--- src/rtl/rst_supervisor.sv ---
module rst_supervisor #(
  parameter int CLK_HZ          = 50_000_000,
  parameter int HOLD_CYCLES     = CLK_HZ / 5,
  parameter int DEBOUNCE_CYCLES = CLK_HZ / 1000
) (
  input  logic clk,
  input  logic supply_ok,
  input  logic mr_n,
  output logic rst_n,
  output logic rst
);
  localparam int HW = $clog2(HOLD_CYCLES + 1);
  localparam int DW = $clog2(DEBOUNCE_CYCLES + 1);

  logic          sup_s1 = 1'b0, sup_s2 = 1'b0;
  logic          mr_s1  = 1'b1, mr_s2  = 1'b1;
  logic          mr_db  = 1'b1;
  logic [DW-1:0] db_cnt = '0;
  logic [HW-1:0] hold_cnt = HW'(HOLD_CYCLES);
  logic          rst_n_q = 1'b0;
  logic          cause;

  always_ff @(posedge clk) begin
    sup_s1 <= supply_ok;
    sup_s2 <= sup_s1;
    mr_s1  <= mr_n;
    mr_s2  <= mr_s1;
  end

  always_ff @(posedge clk) begin
    if (mr_s2 == mr_db) begin
      db_cnt <= '0;
    end else if (db_cnt == DW'(DEBOUNCE_CYCLES - 1)) begin
      db_cnt <= '0;
      mr_db  <= mr_s2;
    end else begin
      db_cnt <= db_cnt + 1'b1;
    end
  end

  assign cause = !sup_s2 || !mr_db;

  always_ff @(posedge clk) begin
    if (cause)
      hold_cnt <= HW'(HOLD_CYCLES);
    else if (hold_cnt != '0)
      hold_cnt <= hold_cnt - 1'b1;
    rst_n_q <= !cause && (hold_cnt == '0);
  end

  assign rst_n = rst_n_q;
  assign rst   = !rst_n_q;
endmodule

--- config.mk ---
export PLATFORM = sky130hd
export DESIGN_NAME = rst_supervisor
export DESIGN_NICKNAME = d
export VERILOG_FILES = /design/src/rtl/rst_supervisor.sv
export SDC_FILE = /design/constraint.sdc
export NUM_CORES = 1
export LEC_CHECK = 0
export BUFFER_PORTS_ARGS = -buffer_cell sky130_fd_sc_hd__buf_2
export CAP_MARGIN = 20
export CELL_PAD_IN_SITES_DETAIL_PLACEMENT = 1
export CELL_PAD_IN_SITES_GLOBAL_PLACEMENT = 1
export CORE_MARGIN = 2
export CORE_UTILIZATION = 50
export CTS_BUF_LIST = sky130_fd_sc_hd__clkbuf_4 sky130_fd_sc_hd__clkbuf_8
export CTS_CLUSTER_SIZE = 12
export DETAILED_ROUTE_END_ITERATION = 7
export GPL_ROUTABILITY_DRIVEN = 0
export GPL_TIMING_DRIVEN = 0
export PLACE_DENSITY = 0.89
export RECOVER_POWER = 25
export SLEW_MARGIN = 20
export SYNTH_ARGS = -nofsm -noshare
export SYNTH_HDL_FRONTEND = slang
export SYNTH_SLANG_ARGS = --single-unit
--- constraint.sdc ---
create_clock -name clk -period 2.3 [get_ports clk]
set_input_delay 0.345 -clock clk [delete_from_list [all_inputs] [get_ports clk]]
set_output_delay 0.345 -clock clk [all_outputs]
set_load 0.01 [all_outputs]
# == Word-level counts from Yosys, hierarchy flattened ==
# Cells that the tools add are included.
# word_totals
romBits,0
wordCells,23
latch_bits,0
ramBits,0
output_inout_bits,2
n_memories,0
in_bits,3
regBits,46
# op_classes
bitwise_logic,1
reduce_logical,10
shifts,0
order_cmp,0
div_mod_pow,0
n_eq_ne,2
muxes,0
add_sub_neg,2
mul,0
# op_table
op,n
24-bit zero test,1
24-bit nonzero test,1
24-bit by 1-bit subtractor with 24-bit output (second input constant),1
16-bit by 1-bit adder with 16-bit output (second input constant),1
16-bit == test (second input constant),1
1-bit zero test,4
2-bit AND reduction,1
2-bit OR reduction,1
1-bit == test,1
1-bit logical AND,1
1-bit logical OR,1
1-bit inverter,1

# == Logic depth before layout (Yosys ltp) ==
# logic_depth
word_depth,4
ltp_mapped,8

# == Least setup slack after synthesis ==
# OpenSTA, ideal clock, no wires.
# synth_timing
path_kind,register to register
startpoint,register hold_cnt[0]
endpoint,register hold_cnt[4]
stages_incl_launch_ff,8
n_path_buf,1
arrival_time_ps,1788
slack_ps,441
synth_period_minus_slack_ps,1859
t_required_ps,2228
cell_sequence,dfxtp_1 > inv_1 > ha_1 > nor2b_1 > and4_1 > buf_4 > a2111oi_0 > mux2i_1
# synth_via
elab_chain_len,1
elab_cells_between_ends,2
classes_between,1 x add/sub; 1 x reduce/logical
# synth_rtl
item,line,rtl
start: declaration,19,logic [HW-1:0] hold_cnt = HW'(HOLD_CYCLES);
start signal: assignment,45,hold_cnt <= HW'(HOLD_CYCLES);
start signal: assignment,47,hold_cnt <= hold_cnt - 1'b1;
24-bit by 1-bit subtractor with 24-bit output / 24-bit nonzero test (equally long branches),"47, 46",
# Several ways; a longest one is shown, not always the timed one.
# A chain may end at the register's enable or synchronous reset.

# == Worst setup path in the final report ==
# layout_timing
startpoint,register hold_cnt[1]
endpoint,register hold_cnt[3]
# The elaborated chain is that of the path after synthesis.

==> results by group <==
Global route
  – Total gr overflow: 0
  – GRT Total Usage: 22.9%
  – Vias in the first global route: 1927
  – First-pass GRT wire length: ~9100 um
  – Gr busiest metal: met2
  – Met2 usage: 37.0%
  – Met1 Use GR: 30.8%
  – Grt met3 use: 4.76%
  – Antenna violations before repair: 0
  – Largest net degree at the start of global routing: 14

Timing
  – RSZ-0062 raised after global routing: no
  – Max Slew Vio Count: 0
  – Setup violators final: 0
  – Hold slack: 152 ps
  – Setup TNS: 0 ps
  – Max Fclk: 473 MHz
  – Slew headroom: 62.6%
  – Fin crit share: 91.9%
  – Clock skew: 9.37 ps
  – Final hold violations: 0
  – Worst Max-Slew Pin Slew: 558 ps
  – Final Critical Period: about 2100 ps

Logic synthesis
  – Sequential fraction of the synthesis area: 42.2%
  – #FFs+latches synth: 46
  – Syn_nets: 253
  – Syn_area_per_cell: around 8.9 sq um
  – Synthesized area: 0.00221 sq mm
  – Post-synth top flop: dfxtp_1
  – Yosys Warn Count: 0
  – Number of flops mapped to enable cells by yosys: 1
  – Distinct cells, synth: 44
  – Async set or reset register ratio after synthesis: 0%
  – Cell count after synthesis: ~250

Finish
  – Share of cells above drive strength 1: 9.65%
  – Area Growth Syn to Fin: 7.99%
  – FF/Latch Area: slightly above 900 sq um
  – Filler cells: 512
  – Antenna cells: 0
  – Final instance area: around 0.0024 sq mm
  – Most common cell after layout, fill and taps aside: dfxtp_1
  – Most frequent cells in the layout: dfxtp_1 (45), nor2_1 (23), nand2_1 (20)
  – Multi-input gate area: 0.00120 sq mm
  – Layout Utilization: 55.5%
  – Final-stage net count: 264

Flow run
  – Maximum Capacitance Violations: 0

Routing
  – Antenna Nets Post-Route: 0
  – Residual DRC count: 0
  – Vias per cell: between 6 and 7
  – Detailed Route WL: 5190 um
  – First-pass DRT Iterations: 4
  – DRT iter0 DRCs: between 100 and 150
  – Drt wl/cell: 16.7 um
  – Vias: 1894

Hold path
  – Min-delay src: supply_ok
  – Hold worst-path end: sup_s1
  – Hold Path Depth: 1
  – Hold crit path type: in -> reg

Floorplanning
  – Die area: slightly below 0.005 sq mm
  – Effective utilization at floorplan: 51.4%
  – Die width: 70.4 um
  – Core footprint: about 0.0043 sq mm
  – Site Rows: 24
  – Top Ports: 5
  – Die Ht: 70.4 um

Placed design
  – Area post-placement: approximately 0.0023 sq mm
  – Buffers on Ports: 4
  – HPWL Detailed: 3750 um

Pwr
  – Leak Pwr: 0.782 nW
  – Total power: between 1 and 1.5 mW
  – Power Dens Cells: 589 mW/mm^2
  – Worst VDD drop: 0.396 mV

CTS
  – Num CTS Buffers: 5
  – CTS tree: built
  – Clock Tree Buf Depth: 2
  – Clock root buffer: clkbuf_8
  – Reg clk slew, reported paths: 90 ps
  – Worst-Skew Late Latency: 300 ps
  – Sink Count: 46
  – Postcts setup bufs: 0
  – H-tree depth: 2

Worst setup path
  – CP Max Fanout: 10
  – Critical setup path kind: reg -> reg
  – Worst R2R End: hold_cnt[3]
  – Worst r2r src: hold_cnt[1]
  – Worst EP arrival: 2340 ps
  – R2R depth: 7
  – Worst R2R Setup Slack: 190 ps
  – Nature of the critical path startpoint: flop
  – Worst setup EP type: flop
  – Worst Path Required: roughly 2500 ps

Outcome
  – Status: completed
layer usage:
layer / part of all wire, % / vias to the layer above / wire length [um]
li1: - / 935 / -
met1: 49 / 936 / 2540
met2: 48 / 15 / 2500
met3: 1.5 / 8 / 80
met4: 1.2 / 0 / 62
met5: 0 / - / 0
critical path: stages, from the launching register on:
cell	delay, ps
dfxtp_1	480
inv_1	110
ha_1	190
nor2b_1	160
and4_1	200
buf_4	170
a2111oi_1	490
mux2i_1	230
Yosys cell counts (4+ instances only):
master | count | area (sq um)
nand2b_1 | 8 | 50.1
nand2_1 | 20 | 75.1
or4_1 | 4 | 30.0
xnor2_1 | 6 | 52.6
xor2_1 | 6 | 52.6
dfxtp_1 | 45 | 901
and4_1 | 6 | 52.6
nand3_1 | 15 | 75.1
o31ai_1 | 5 | 37.5
mux2i_1 | 9 | 90.1
nor4_1 | 6 | 37.5
nor2_1 | 23 | 86.3
inv_1 | 6 | 22.5
a21oi_1 | 10 | 50.1
o21ai_0 | 9 | 45.0
clkbuf_1 | 5 | 18.8
nand4_1 | 7 | 43.8
nor3_1 | 7 | 35.0
area by class of cell:
cell class	instances	area share (%)
plain buffers	9	1.99
clock buffers	8	3.83
inverters	7	1.10
multi-input cells	185	50.6
flip-flops and latches	46	39.1
well taps	52	2.73
repair buffers	4	0.735
power breakdown:
part | internal, mW | switching [mW] | total (mW) | leakage [nW]
clock network | 0.252 | 0.261 | 0.513 | 0.0498
registers | 0.813 | 0.0159 | 0.829 | 0.375
logic | 0.0265 | 0.0357 | 0.0622 | 0.357
timing repair:
item                                    in CTS  in global routing
endpoints found under the setup margin       0                  2
gates resized for setup                      0                  2
hold buffers                                 0                  0
endpoints found under the hold margin        0                  0
state kept, by name (all words and copies together) (netlist names):
signal	flops
mr_s2	1
rst_n	1
sup_s2	1
mr_s1	1
sup_s1	1
mr_db	1
hold_cnt	24
db_cnt	16
per-stage QoR:
step                instances  worst slack (ps)
finish                    311               187
global route              311              58.8
CTS                       311               122
detailed placement        303               137
global placement          303               198
floorplan                 247               441
kinds of logic (layout without fill, tap and decap cells):
logic type | Yosys count | in the layout | synth area share [%]
buffers and inverters | 16 | 28 | 3.34
flip-flops | 46 | 46 | 42.2
XOR/XNOR | 12 | 12 | 4.76
adder cells (fa/ha/maj) | 3 | 3 | 1.70
AND/OR/NAND/NOR | 121 | 121 | 31.8
AO/OA/AOI/OAI | 40 | 40 | 12.1
multiplexers | 9 | 9 | 4.08
worst max path at each step:
stage,from,endpoint,slack [ps],cells after the start
finish,hold_cnt[1],hold_cnt[3],190,7
global route,hold_cnt[0],hold_cnt[4],60,7
CTS,hold_cnt[0],hold_cnt[3],120,7
detailed placement,hold_cnt[0],hold_cnt[3],140,7
global placement,hold_cnt[0],hold_cnt[3],200,7
floorplan,hold_cnt[0],hold_cnt[4],440,7
No activity file was read; power rests on OpenSTA's default activity.
